==> src/rtl/pll_seq_pkg.sv <==
package pll_seq_pkg;

    typedef enum logic [2:0] {
        ST_IDLE, ST_DIS, ST_DIV, ST_FRAC, ST_POST, ST_EN, ST_WAIT
    } seq_st_e;

    localparam int FBDIV_W    = 12;
    localparam int FRAC_W     = 24;
    localparam int EN_LSB     = 0;
    localparam int EN_W       = 2;
    localparam int REFDIV_LSB = 12;
    localparam int REFDIV_W   = 6;
    localparam int FBDIV_LSB  = 20;
    localparam int FRAC_LSB   = 4;
    localparam int PD1_LSB    = 8;
    localparam int PD2_LSB    = 16;
    localparam int PD_W       = 3;

    localparam logic [1:0] SEL_W0 = 2'd0;
    localparam logic [1:0] SEL_W1 = 2'd1;
    localparam logic [1:0] SEL_W2 = 2'd2;

    function automatic logic [31:0] put_field(input logic [31:0] word,
                                              input int lsb, input int width,
                                              input logic [31:0] val);
        logic [31:0] mask;
        mask = ((32'h1 << width) - 32'h1) << lsb;
        return (word & ~mask) | ((val << lsb) & mask);
    endfunction

endpackage

==> src/rtl/pll_field_merge.sv <==
module pll_field_merge
    import pll_seq_pkg::*;
(
    input  seq_st_e              st_i,
    input  logic [FBDIV_W-1:0]   fbdiv_i,
    input  logic [FRAC_W-1:0]    frac_i,
    input  logic [31:0]          w0_i,
    input  logic [31:0]          w1_i,
    input  logic [31:0]          w2_i,
    output logic                 wr_en_o,
    output logic [1:0]           wr_sel_o,
    output logic [31:0]          wr_data_o
);
    logic [31:0] tmp;

    always_comb begin
        wr_en_o   = 1'b1;
        wr_sel_o  = SEL_W0;
        wr_data_o = w0_i;
        tmp       = w0_i;
        case (st_i)
            ST_DIS: begin
                wr_data_o = put_field(w0_i, EN_LSB, EN_W, 32'd0);
            end
            ST_DIV: begin
                tmp       = put_field(w0_i, FBDIV_LSB, FBDIV_W, 32'(fbdiv_i));
                tmp       = put_field(tmp, REFDIV_LSB, REFDIV_W, 32'd1);
                wr_data_o = put_field(tmp, EN_LSB, EN_W, 32'd0);
            end
            ST_FRAC: begin
                wr_sel_o  = SEL_W1;
                wr_data_o = put_field(w1_i, FRAC_LSB, FRAC_W, 32'(frac_i));
            end
            ST_POST: begin
                wr_sel_o  = SEL_W2;
                tmp       = put_field(w2_i, PD1_LSB, PD_W, 32'd1);
                wr_data_o = put_field(tmp, PD2_LSB, PD_W, 32'd1);
            end
            ST_EN: begin
                wr_data_o = put_field(w0_i, EN_LSB, EN_W, 32'd1);
            end
            default: begin
                wr_en_o = 1'b0;
            end
        endcase
    end

endmodule

==> src/rtl/pll_lock_poll.sv <==
module pll_lock_poll #(
    parameter int POLL_CYC   = 50,
    parameter int MAX_POLLS  = 100,
    parameter int LOCK_SHIFT = 0,
    parameter int LOCK_WIDTH = 1
) (
    input  logic        clk_i,
    input  logic        rst_ni,
    input  logic        arm_i,
    input  logic [31:0] stat_i,
    output logic        hit_o,
    output logic        miss_o
);
    localparam int CW = (POLL_CYC > 1) ? $clog2(POLL_CYC) : 1;
    localparam int PW = (MAX_POLLS > 1) ? $clog2(MAX_POLLS) : 1;
    localparam logic [31:0] LOCK_MASK =
        ((32'h1 << LOCK_WIDTH) - 32'h1) << LOCK_SHIFT;

    typedef struct packed {
        logic          active;
        logic [CW-1:0] cnt;
        logic [PW-1:0] polls;
    } poll_s;

    poll_s q, d;
    logic  locked;

    assign locked = |(stat_i & LOCK_MASK);

    always_comb begin
        d      = q;
        hit_o  = 1'b0;
        miss_o = 1'b0;
        if (arm_i) begin
            d.active = 1'b1;
            d.cnt    = '0;
            d.polls  = '0;
        end else if (q.active) begin
            if (q.cnt == CW'(POLL_CYC - 1)) begin
                d.cnt = '0;
                if (locked) begin
                    hit_o    = 1'b1;
                    d.active = 1'b0;
                end else if (q.polls == PW'(MAX_POLLS - 1)) begin
                    miss_o   = 1'b1;
                    d.active = 1'b0;
                end else begin
                    d.polls = q.polls + 1'b1;
                end
            end else begin
                d.cnt = q.cnt + 1'b1;
            end
        end
    end

    always_ff @(posedge clk_i or negedge rst_ni) begin
        if (!rst_ni) q <= '0;
        else         q <= d;
    end

    // the poll count never runs past the timeout budget
    a_r7_polls_bounded: assert property (@(posedge clk_i) disable iff (!rst_ni)
        q.active |-> (int'(q.polls) < MAX_POLLS));
    // a sample gives exactly one verdict
    a_r6_single_verdict: assert property (@(posedge clk_i) disable iff (!rst_ni)
        !(hit_o && miss_o));

endmodule

==> src/rtl/pll_reprog_seq.sv <==
module pll_reprog_seq
    import pll_seq_pkg::*;
#(
    parameter int CLK_MHZ    = 50,
    parameter int POLL_US    = 1,
    parameter int TIMEOUT_US = 100,
    parameter int LOCK_SHIFT = 0,
    parameter int LOCK_WIDTH = 1
) (
    input  logic        clk_i,
    input  logic        rst_ni,
    input  logic        start_i,
    input  logic [11:0] fbdiv_i,
    input  logic [23:0] frac_i,
    input  logic [31:0] ctrl0_rd_i,
    input  logic [31:0] ctrl1_rd_i,
    input  logic [31:0] ctrl2_rd_i,
    input  logic [31:0] lock_stat_i,
    output logic        wr_en_o,
    output logic [1:0]  wr_sel_o,
    output logic [31:0] wr_data_o,
    output logic        busy_o,
    output logic        done_o,
    output logic        err_o
);
    localparam int POLL_CYC  = CLK_MHZ * POLL_US;
    localparam int MAX_POLLS = TIMEOUT_US / POLL_US;

    typedef struct packed {
        seq_st_e            st;
        logic [FBDIV_W-1:0] fb;
        logic [FRAC_W-1:0]  fr;
        logic               done;
        logic               err;
    } seq_s;

    seq_s q, d;
    logic hit, miss, arm;

    assign arm = (q.st == ST_EN);

    pll_field_merge u_merge (
        .st_i     (q.st),
        .fbdiv_i  (q.fb),
        .frac_i   (q.fr),
        .w0_i     (ctrl0_rd_i),
        .w1_i     (ctrl1_rd_i),
        .w2_i     (ctrl2_rd_i),
        .wr_en_o  (wr_en_o),
        .wr_sel_o (wr_sel_o),
        .wr_data_o(wr_data_o)
    );

    pll_lock_poll #(
        .POLL_CYC  (POLL_CYC),
        .MAX_POLLS (MAX_POLLS),
        .LOCK_SHIFT(LOCK_SHIFT),
        .LOCK_WIDTH(LOCK_WIDTH)
    ) u_poll (
        .clk_i (clk_i),
        .rst_ni(rst_ni),
        .arm_i (arm),
        .stat_i(lock_stat_i),
        .hit_o (hit),
        .miss_o(miss)
    );

    always_comb begin
        d      = q;
        d.done = 1'b0;
        d.err  = 1'b0;
        case (q.st)
            ST_IDLE: if (start_i) begin
                d.fb = fbdiv_i;
                d.fr = frac_i;
                d.st = ST_DIS;
            end
            ST_DIS:  d.st = ST_DIV;
            ST_DIV:  d.st = ST_FRAC;
            ST_FRAC: d.st = ST_POST;
            ST_POST: d.st = ST_EN;
            ST_EN:   d.st = ST_WAIT;
            ST_WAIT: begin
                if (hit) begin
                    d.done = 1'b1;
                    d.st   = ST_IDLE;
                end else if (miss) begin
                    d.err = 1'b1;
                    d.st  = ST_IDLE;
                end
            end
            default: d.st = ST_IDLE;
        endcase
    end

    always_ff @(posedge clk_i or negedge rst_ni) begin
        if (!rst_ni) q <= '{st: ST_IDLE, default: '0};
        else         q <= d;
    end

    assign busy_o = (q.st != ST_IDLE);
    assign done_o = q.done;
    assign err_o  = q.err;

    // outcome pulses are single-cycle and exclusive
    a_r9_done_pulse: assert property (@(posedge clk_i) disable iff (!rst_ni)
        done_o |=> !done_o);
    a_r9_err_pulse: assert property (@(posedge clk_i) disable iff (!rst_ni)
        err_o |=> !err_o);
    a_r9_exclusive: assert property (@(posedge clk_i) disable iff (!rst_ni)
        !(done_o && err_o));
    // words 1 and 2 are only written while the PLL reads disabled
    a_r1_disabled_first: assert property (@(posedge clk_i) disable iff (!rst_ni)
        (wr_en_o && wr_sel_o != SEL_W0) |-> (ctrl0_rd_i[1:0] == 2'b00));
    // a sequence only begins on a start pulse
    a_r8_busy_from_start: assert property (@(posedge clk_i) disable iff (!rst_ni)
        $rose(busy_o) |-> $past(start_i));
    // a timeout leaves the PLL enabled
    a_r7_err_enabled: assert property (@(posedge clk_i) disable iff (!rst_ni)
        err_o |-> (ctrl0_rd_i[1:0] == 2'b01));

endmodule

==> config.mk <==
export PLATFORM = sky130hd
export DESIGN_NAME = pll_reprog_seq
export DESIGN_NICKNAME = d
export VERILOG_FILES = /design/src/rtl/pll_seq_pkg.sv /design/src/rtl/pll_field_merge.sv /design/src/rtl/pll_lock_poll.sv /design/src/rtl/pll_reprog_seq.sv
export SDC_FILE = /design/constraint.sdc
export NUM_CORES = 1
export LEC_CHECK = 0
export BUFFER_PORTS_ARGS = -buffer_cell sky130_fd_sc_hd__buf_2
export CAP_MARGIN = 5
export CORE_AREA = 2 2 104 106
export CTS_BUF_LIST = sky130_fd_sc_hd__clkbuf_8
export DETAILED_ROUTE_END_ITERATION = 16
export DIE_AREA = 0 0 106 108
export SETUP_SLACK_MARGIN = 0.4
export SLEW_MARGIN = 25
export SYNTH_ARGS = -nofsm -noshare
export SYNTH_HDL_FRONTEND = slang
export SYNTH_SLANG_ARGS = --single-unit
export TNS_END_PERCENT = 50
==> constraint.sdc <==
create_clock -name clk_i -period 4.6 [get_ports clk_i]
set_clock_uncertainty 0.15 [all_clocks]
set_input_delay 0.46 -clock clk_i [delete_from_list [all_inputs] [get_ports clk_i]]
set_output_delay 0.46 -clock clk_i [all_outputs]
set_load 0.05 [all_outputs]
# [Word level (Yosys, flattened, before mapping)]
# Index checks and enable logic that the tools add are counted.
[totals] latch_bits=0 mem_bits_rw=0 inputBits=167 output_inout_bits=38 mem_count=0 elab_cells=61 romBits=0 register_bits=55
[op_classes] order_cmp=0 n_eq_ne=12 n_mul=0 div_mod_pow=0 add_sub_neg=2 bitwise_logic=2 shifts=0 reduce_logical=8 muxes=29
[ops] op="32-bit case mux with 5 select lines" n=1
[ops] op="39-bit two-way mux" n=1
[ops] op="20-bit by 32-bit bitwise OR with 32-bit output" n=1
[ops] op="32-bit by 28-bit bitwise OR with 32-bit output" n=1
[ops] op="14-bit two-way mux" n=2
[ops] op="7-bit two-way mux" n=3
[ops] op="3-bit case mux with 7 select lines" n=1
[ops] op="1-bit two-way mux" n=16
[ops] op="3-bit == test (second input constant)" n=3
[ops] op="7-bit by 1-bit adder with 7-bit output (second input constant)" n=1
[ops] op="7-bit == test (second input constant)" n=1
[ops] op="6-bit by 1-bit adder with 6-bit output (second input constant)" n=1
[ops] op="3-bit by 2-bit == test with 1-bit output (second input constant)" n=2
[ops] op="6-bit == test (second input constant)" n=1
[ops] op="3-bit two-way mux" n=2
[ops] op="6-bit two-way mux" n=1
[ops] op="5-bit OR reduction" n=1
[ops] op="2-bit != test (second input constant)" n=2
[ops] op="2-bit case mux with 2 select lines" n=1
[ops] op="2-bit AND reduction" n=2
[ops] op="4-bit AND reduction" n=1
[ops] op="2-bit nonzero test" n=2
[ops] op="3-bit by 1-bit == test with 1-bit output (second input constant)" n=1
[ops] op="3-bit zero test" n=1
[ops] op="4 further kinds" n=4

# [Logic depth before layout (Yosys ltp)]
[logic_depth] word_depth=9 ltp_mapped=6 ltp_nobuf=6

# [Hierarchy]
# A second synthesis with hierarchy kept.
[unflattened] cells_unflattened=354 area_unflattened_um2=3570.9
[by_module_without_submodules] mod="pll_reprog_seq" instances=1 area_per_inst_um2=1604.0 cells_per_inst=100 seq_area_each_um2=1026.0
[by_module_without_submodules] mod="pll_field_merge" instances=1 area_per_inst_um2=1139.8 cells_per_inst=166 seq_area_each_um2=0.0
[by_module_without_submodules] mod="pll_lock_poll" instances=1 area_per_inst_um2=827.0 cells_per_inst=88 seq_area_each_um2=350.3

# [Worst setup path after synthesis]
# Ideal clock, no wire load.
[synth_path] kind="register -> output" from="register q[39] in the netlist's numbering" to="output port wr_data_o[23]" n_path_buf=2 path_stages_with_launch=6 arrival_time_ns=2.218 slack_ns=1.772 required_time_ns=3.990 cell_sequence="dfrtp_1 -> buf_2 -> nor2b_1 -> buf_2 -> a221oi_1 -> o21ai_0"
[synth_via] elab_chain_len=2 word_cells_on_any_way=6 classes_between="eq/ne (5); mux (1)"
[synth_rtl] element="from (decl)" line_no="pll_reprog_seq.sv:37" text="seq_s q, d;"
[synth_rtl] element="from (signal assigned)" line_no="pll_reprog_seq.sv:97" text="if (!rst_ni) q <= '{st: ST_IDLE, default: '0};"
[synth_rtl] element="from (signal assigned)" line_no="pll_reprog_seq.sv:98" text="else q <= d;"
[synth_rtl] element="3-bit == test (tied with other cells)" line_no="pll_field_merge.sv:21" text="case (st_i)"
[synth_rtl] element="32-bit case mux with 5 select lines (*)" line_no="pll_field_merge.sv:21"
[synth_rtl] element="to (decl)" line_no="pll_reprog_seq.sv:21" text="output logic [31:0] wr_data_o,"
# Every way passes the cells marked *; elsewhere a longest branch is shown, timed or not.

# [Worst setup path in the final report]
[layout_path] from="register q[40] in the netlist's numbering" to="output port wr_data_o[4]"
# The elaborated chain is that of the path after synthesis.

==> flow_metrics.py <==
metrics = {
    "final_layout": {
        "drive_gt1_frac": 0.432,
        "num-fill-cells": 1001,
        "multi_input_area_mm2": 0.00180,
        "fin_nets": 651,
        "ff_latch_area_mm2": 0.00138,
        "areaGrowthSynthToFinish_pct": 28.6,
        "antenna_cells": 0,
        "final_cell_area_mm2": 0.00429,
    },
    "yosys": {
        "syn_area_per_cell_um2": 9.50,
        "synth-edff-count": 0,
        "yosysMostFrequentCell": "dfrtp_1",
        "synth_area_leader_cell": "dfrtp_1",
        "synth_top_family_by_area": "compound AO/OA/AOI/OAI gates",
        "synthMuxAreaShare": 0.134,
        "async_flop_share": 1.00,
        "ys_types": 50,
        "yosysSeqAreaShare": 0.413,
        "synth-main-ff-cell": "dfrtp_1",
        "synth.area.top_cells": "dfrtp_1 (41%), mux2_2 (12%), a221oi_1 (6.3%)",
        "ys_ff_latch": 55,
        "synth-compound-area-share": 0.210,
        "ys_top_cells_by_count": "dfrtp_1 (55), mux2_2 (37), nand2_1 (36)",
        "synth_top_area_frac": 0.413,
        "netlist_area_mm2": 0.00333,
        "syn_nets": 521,
        "synth_adder_area_share": 0.0113,
        "yosys.area_share.simple": 0.170,
        "yosys_warnings": 0,
        "synth_xor_area_frac": 0.0131,
        "synth_cells": 351,
    },
    "run_status": {
        "outcome": "complete, no violations",
    },
    "power_and_ir_drop": {
        "ir_drop_mv": 0.317,
        "powerDensity_mw_per_mm2": 784,
        "p_leak_nw": 1.99,
    },
    "placement": {
        "gp_congestion": 0.927,
        "dp_hpwl_um": 7490,
        "numPortBuffers": 143,
        "place_area_mm2": 0.00414,
    },
    "die": {
        "start_util": 0.326,
        "core.rowCount": 37,
        "ios": 205,
        "dieArea_mm2": 0.0114,
        "die_w_um": 106,
        "core_area_mm2": 0.0102,
        "die_h_um": 108,
    },
    "clock_network": {
        "cts_setup_buffers": 0,
        "clkSlewWorstSetupHoldPaths_ps": 100,
        "cts_sinks": 55,
        "cts_root_buf": "clkbuf_8",
        "clock_latency_ps": 300,
        "cts_resized": 0,
        "cts_buffers": 5,
        "clockBufferDepth": 2,
        "cts_tree": "built",
        "cts_htree_levels": 2,
    },
    "detailed_routing": {
        "antenna_left": 0,
        "drtIter0Drc": 272,
        "vias": 3334,
        "highest_layer": "met4",
        "via_per_inst": 5.39,
        "wl_met1_um": 4450,
        "wl_um": 10100,
        "dr_wl_met3_um": 634,
        "drc": 0,
        "drt_pass1_iterations": 4,
        "wl_met2_um": 4870,
        "wl_per_cell_um": 16.3,
    },
    "global_route": {
        "grt.overflow.total": 0,
        "gr-usage-all-layers": 0.176,
        "grt_pass1_wl_um": 16200,
        "grt_start_max_net_pins": 40,
        "grt_pass1_vias": 3291,
        "antenna_found_initial": 0,
    },
    "run": {
        "maxCapViolations": 0,
    },
    "critical_path": {
        "cp_max_fo": 12,
        "arrival_ps": 2520,
        "worstReg2RegStart": "q[40]$_DFFE_PN0P_",
        "setup.worst_path.end_class": "output pin",
        "cp.required_ps": 3990,
        "startpoint_type": "register",
        "crit_type": "register to output pin",
        "startpoint": "q[40]$_DFFE_PN0P_",
    },
    "timing": {
        "finalSetupTns_ps": 0,
        "fin_crit_sh": 0.681,
        "hold_violations": 0,
        "min_period_ps": 3130,
        "worst_slew_pin_slew_ps": 963,
        "relSlewSlack": 0.356,
        "timing.fmax_mhz": 319,
        "finalSetupViolCount": 0,
        "rsz0062_at_grt": "no",
        "drv_slew": 0,
    },
    "min_path": {
        "hold_path.class": "primary input to register",
        "hp-start": "frac_i[14]",
    },
}
critical path, stage by stage (launching register included):
cell	delay (ps)
dfrtp_1	550
nor2b_2	520
nand2_1	330
nand2_1	310
o221a_2	250
buf_2	260
metrics by stage:
stage / hold WS, ps / utilization / power, W / setup WS [ps] / instances
2_1_floorplan: 14.4 / - / 0.00250 / 1770 / 351
3_3_place_gp: 339 / 0.405 / 0.00298 / 1780 / 609
3_5_place_dp: 344 / 0.405 / 0.00301 / 1790 / 609
4_1_cts: 213 / 0.419 / 0.00338 / 1440 / 618
5_1_grt: 221 / 0.419 / 0.00357 / 1230 / 618
6_report: 228 / 0.419 / 0.00336 / 1470 / 618
final timing paths:
kind,to,slack [ps],cells after the start
max in group asynchronous,q[7]$_DFFE_PN0P_,2940,3
worst max-delay path,wr_data_o[4],1470,5
worst max register to register,q[6]$_DFFE_PN0P_,2000,4
min in group asynchronous,q[20]$_DFFE_PN0P_,540,2
worst min register to register,q[9]$_DFFE_PN0P_,370,1
worst min-delay path,q[16]$_DFFE_PN0P_,230,2
power by group:
group / leakage (nW) / internal [W] / switching, W
combinational: 1.24 / 0.000670 / 0.00151
sequential: 0.679 / 0.000679 / 0.000132
clock: 0.0695 / 0.000215 / 0.000157
sequential cells by signal, summed over array words and instances, names as in the netlist:
| register | flops |
|---|---|
| done_o | 1 |
| err_o | 1 |
| q | 39 |
| u_poll.q | 14 |
metal layers:
| layer | up-vias | GRT usage |
|---|---|---|
| met5 | - | 0 |
| met4 | 0 | 0.0461 |
| met3 | 11 | 0.0295 |
| met2 | 136 | 0.315 |
| met1 | 1618 | 0.221 |
| li1 | 1569 | - |
final cells by class:
type | instances | share of cell area
sequential | 55 | 0.321
multi-input combinational | 259 | 0.420
clock buffer | 5 | 0.0161
clock inverter | 3 | 0.0149
timing repair buffer | 150 | 0.180
tap | 136 | 0.0397
inverter | 10 | 0.00876
cells in the final DEF (no fill, tap or decap), types with 6 or more instances in the layout:
cell,instances
o21ai_0,29
a21oi_1,9
buf_2,143
buf_4,6
dfrtp_1,55
nand2_1,36
nor2_1,28
a221oi_1,24
o22ai_1,6
nand3_1,8
mux2_2,37
nor3_1,15
inv_1,11
o221a_2,8
what timing repair did:
item                       CTS  global route
hold buffers                 1             0
hold endpoints to repair    11             0
setup endpoints to repair    0             0
cells by family after synthesis:
kind of cell,count (synthesis)
simple gates,115
compound gates,96
flops,55
mux,40
buf+inv,37
xor+xnor,5
fa+ha+maj,3
(Power assumes the default switching activity.)
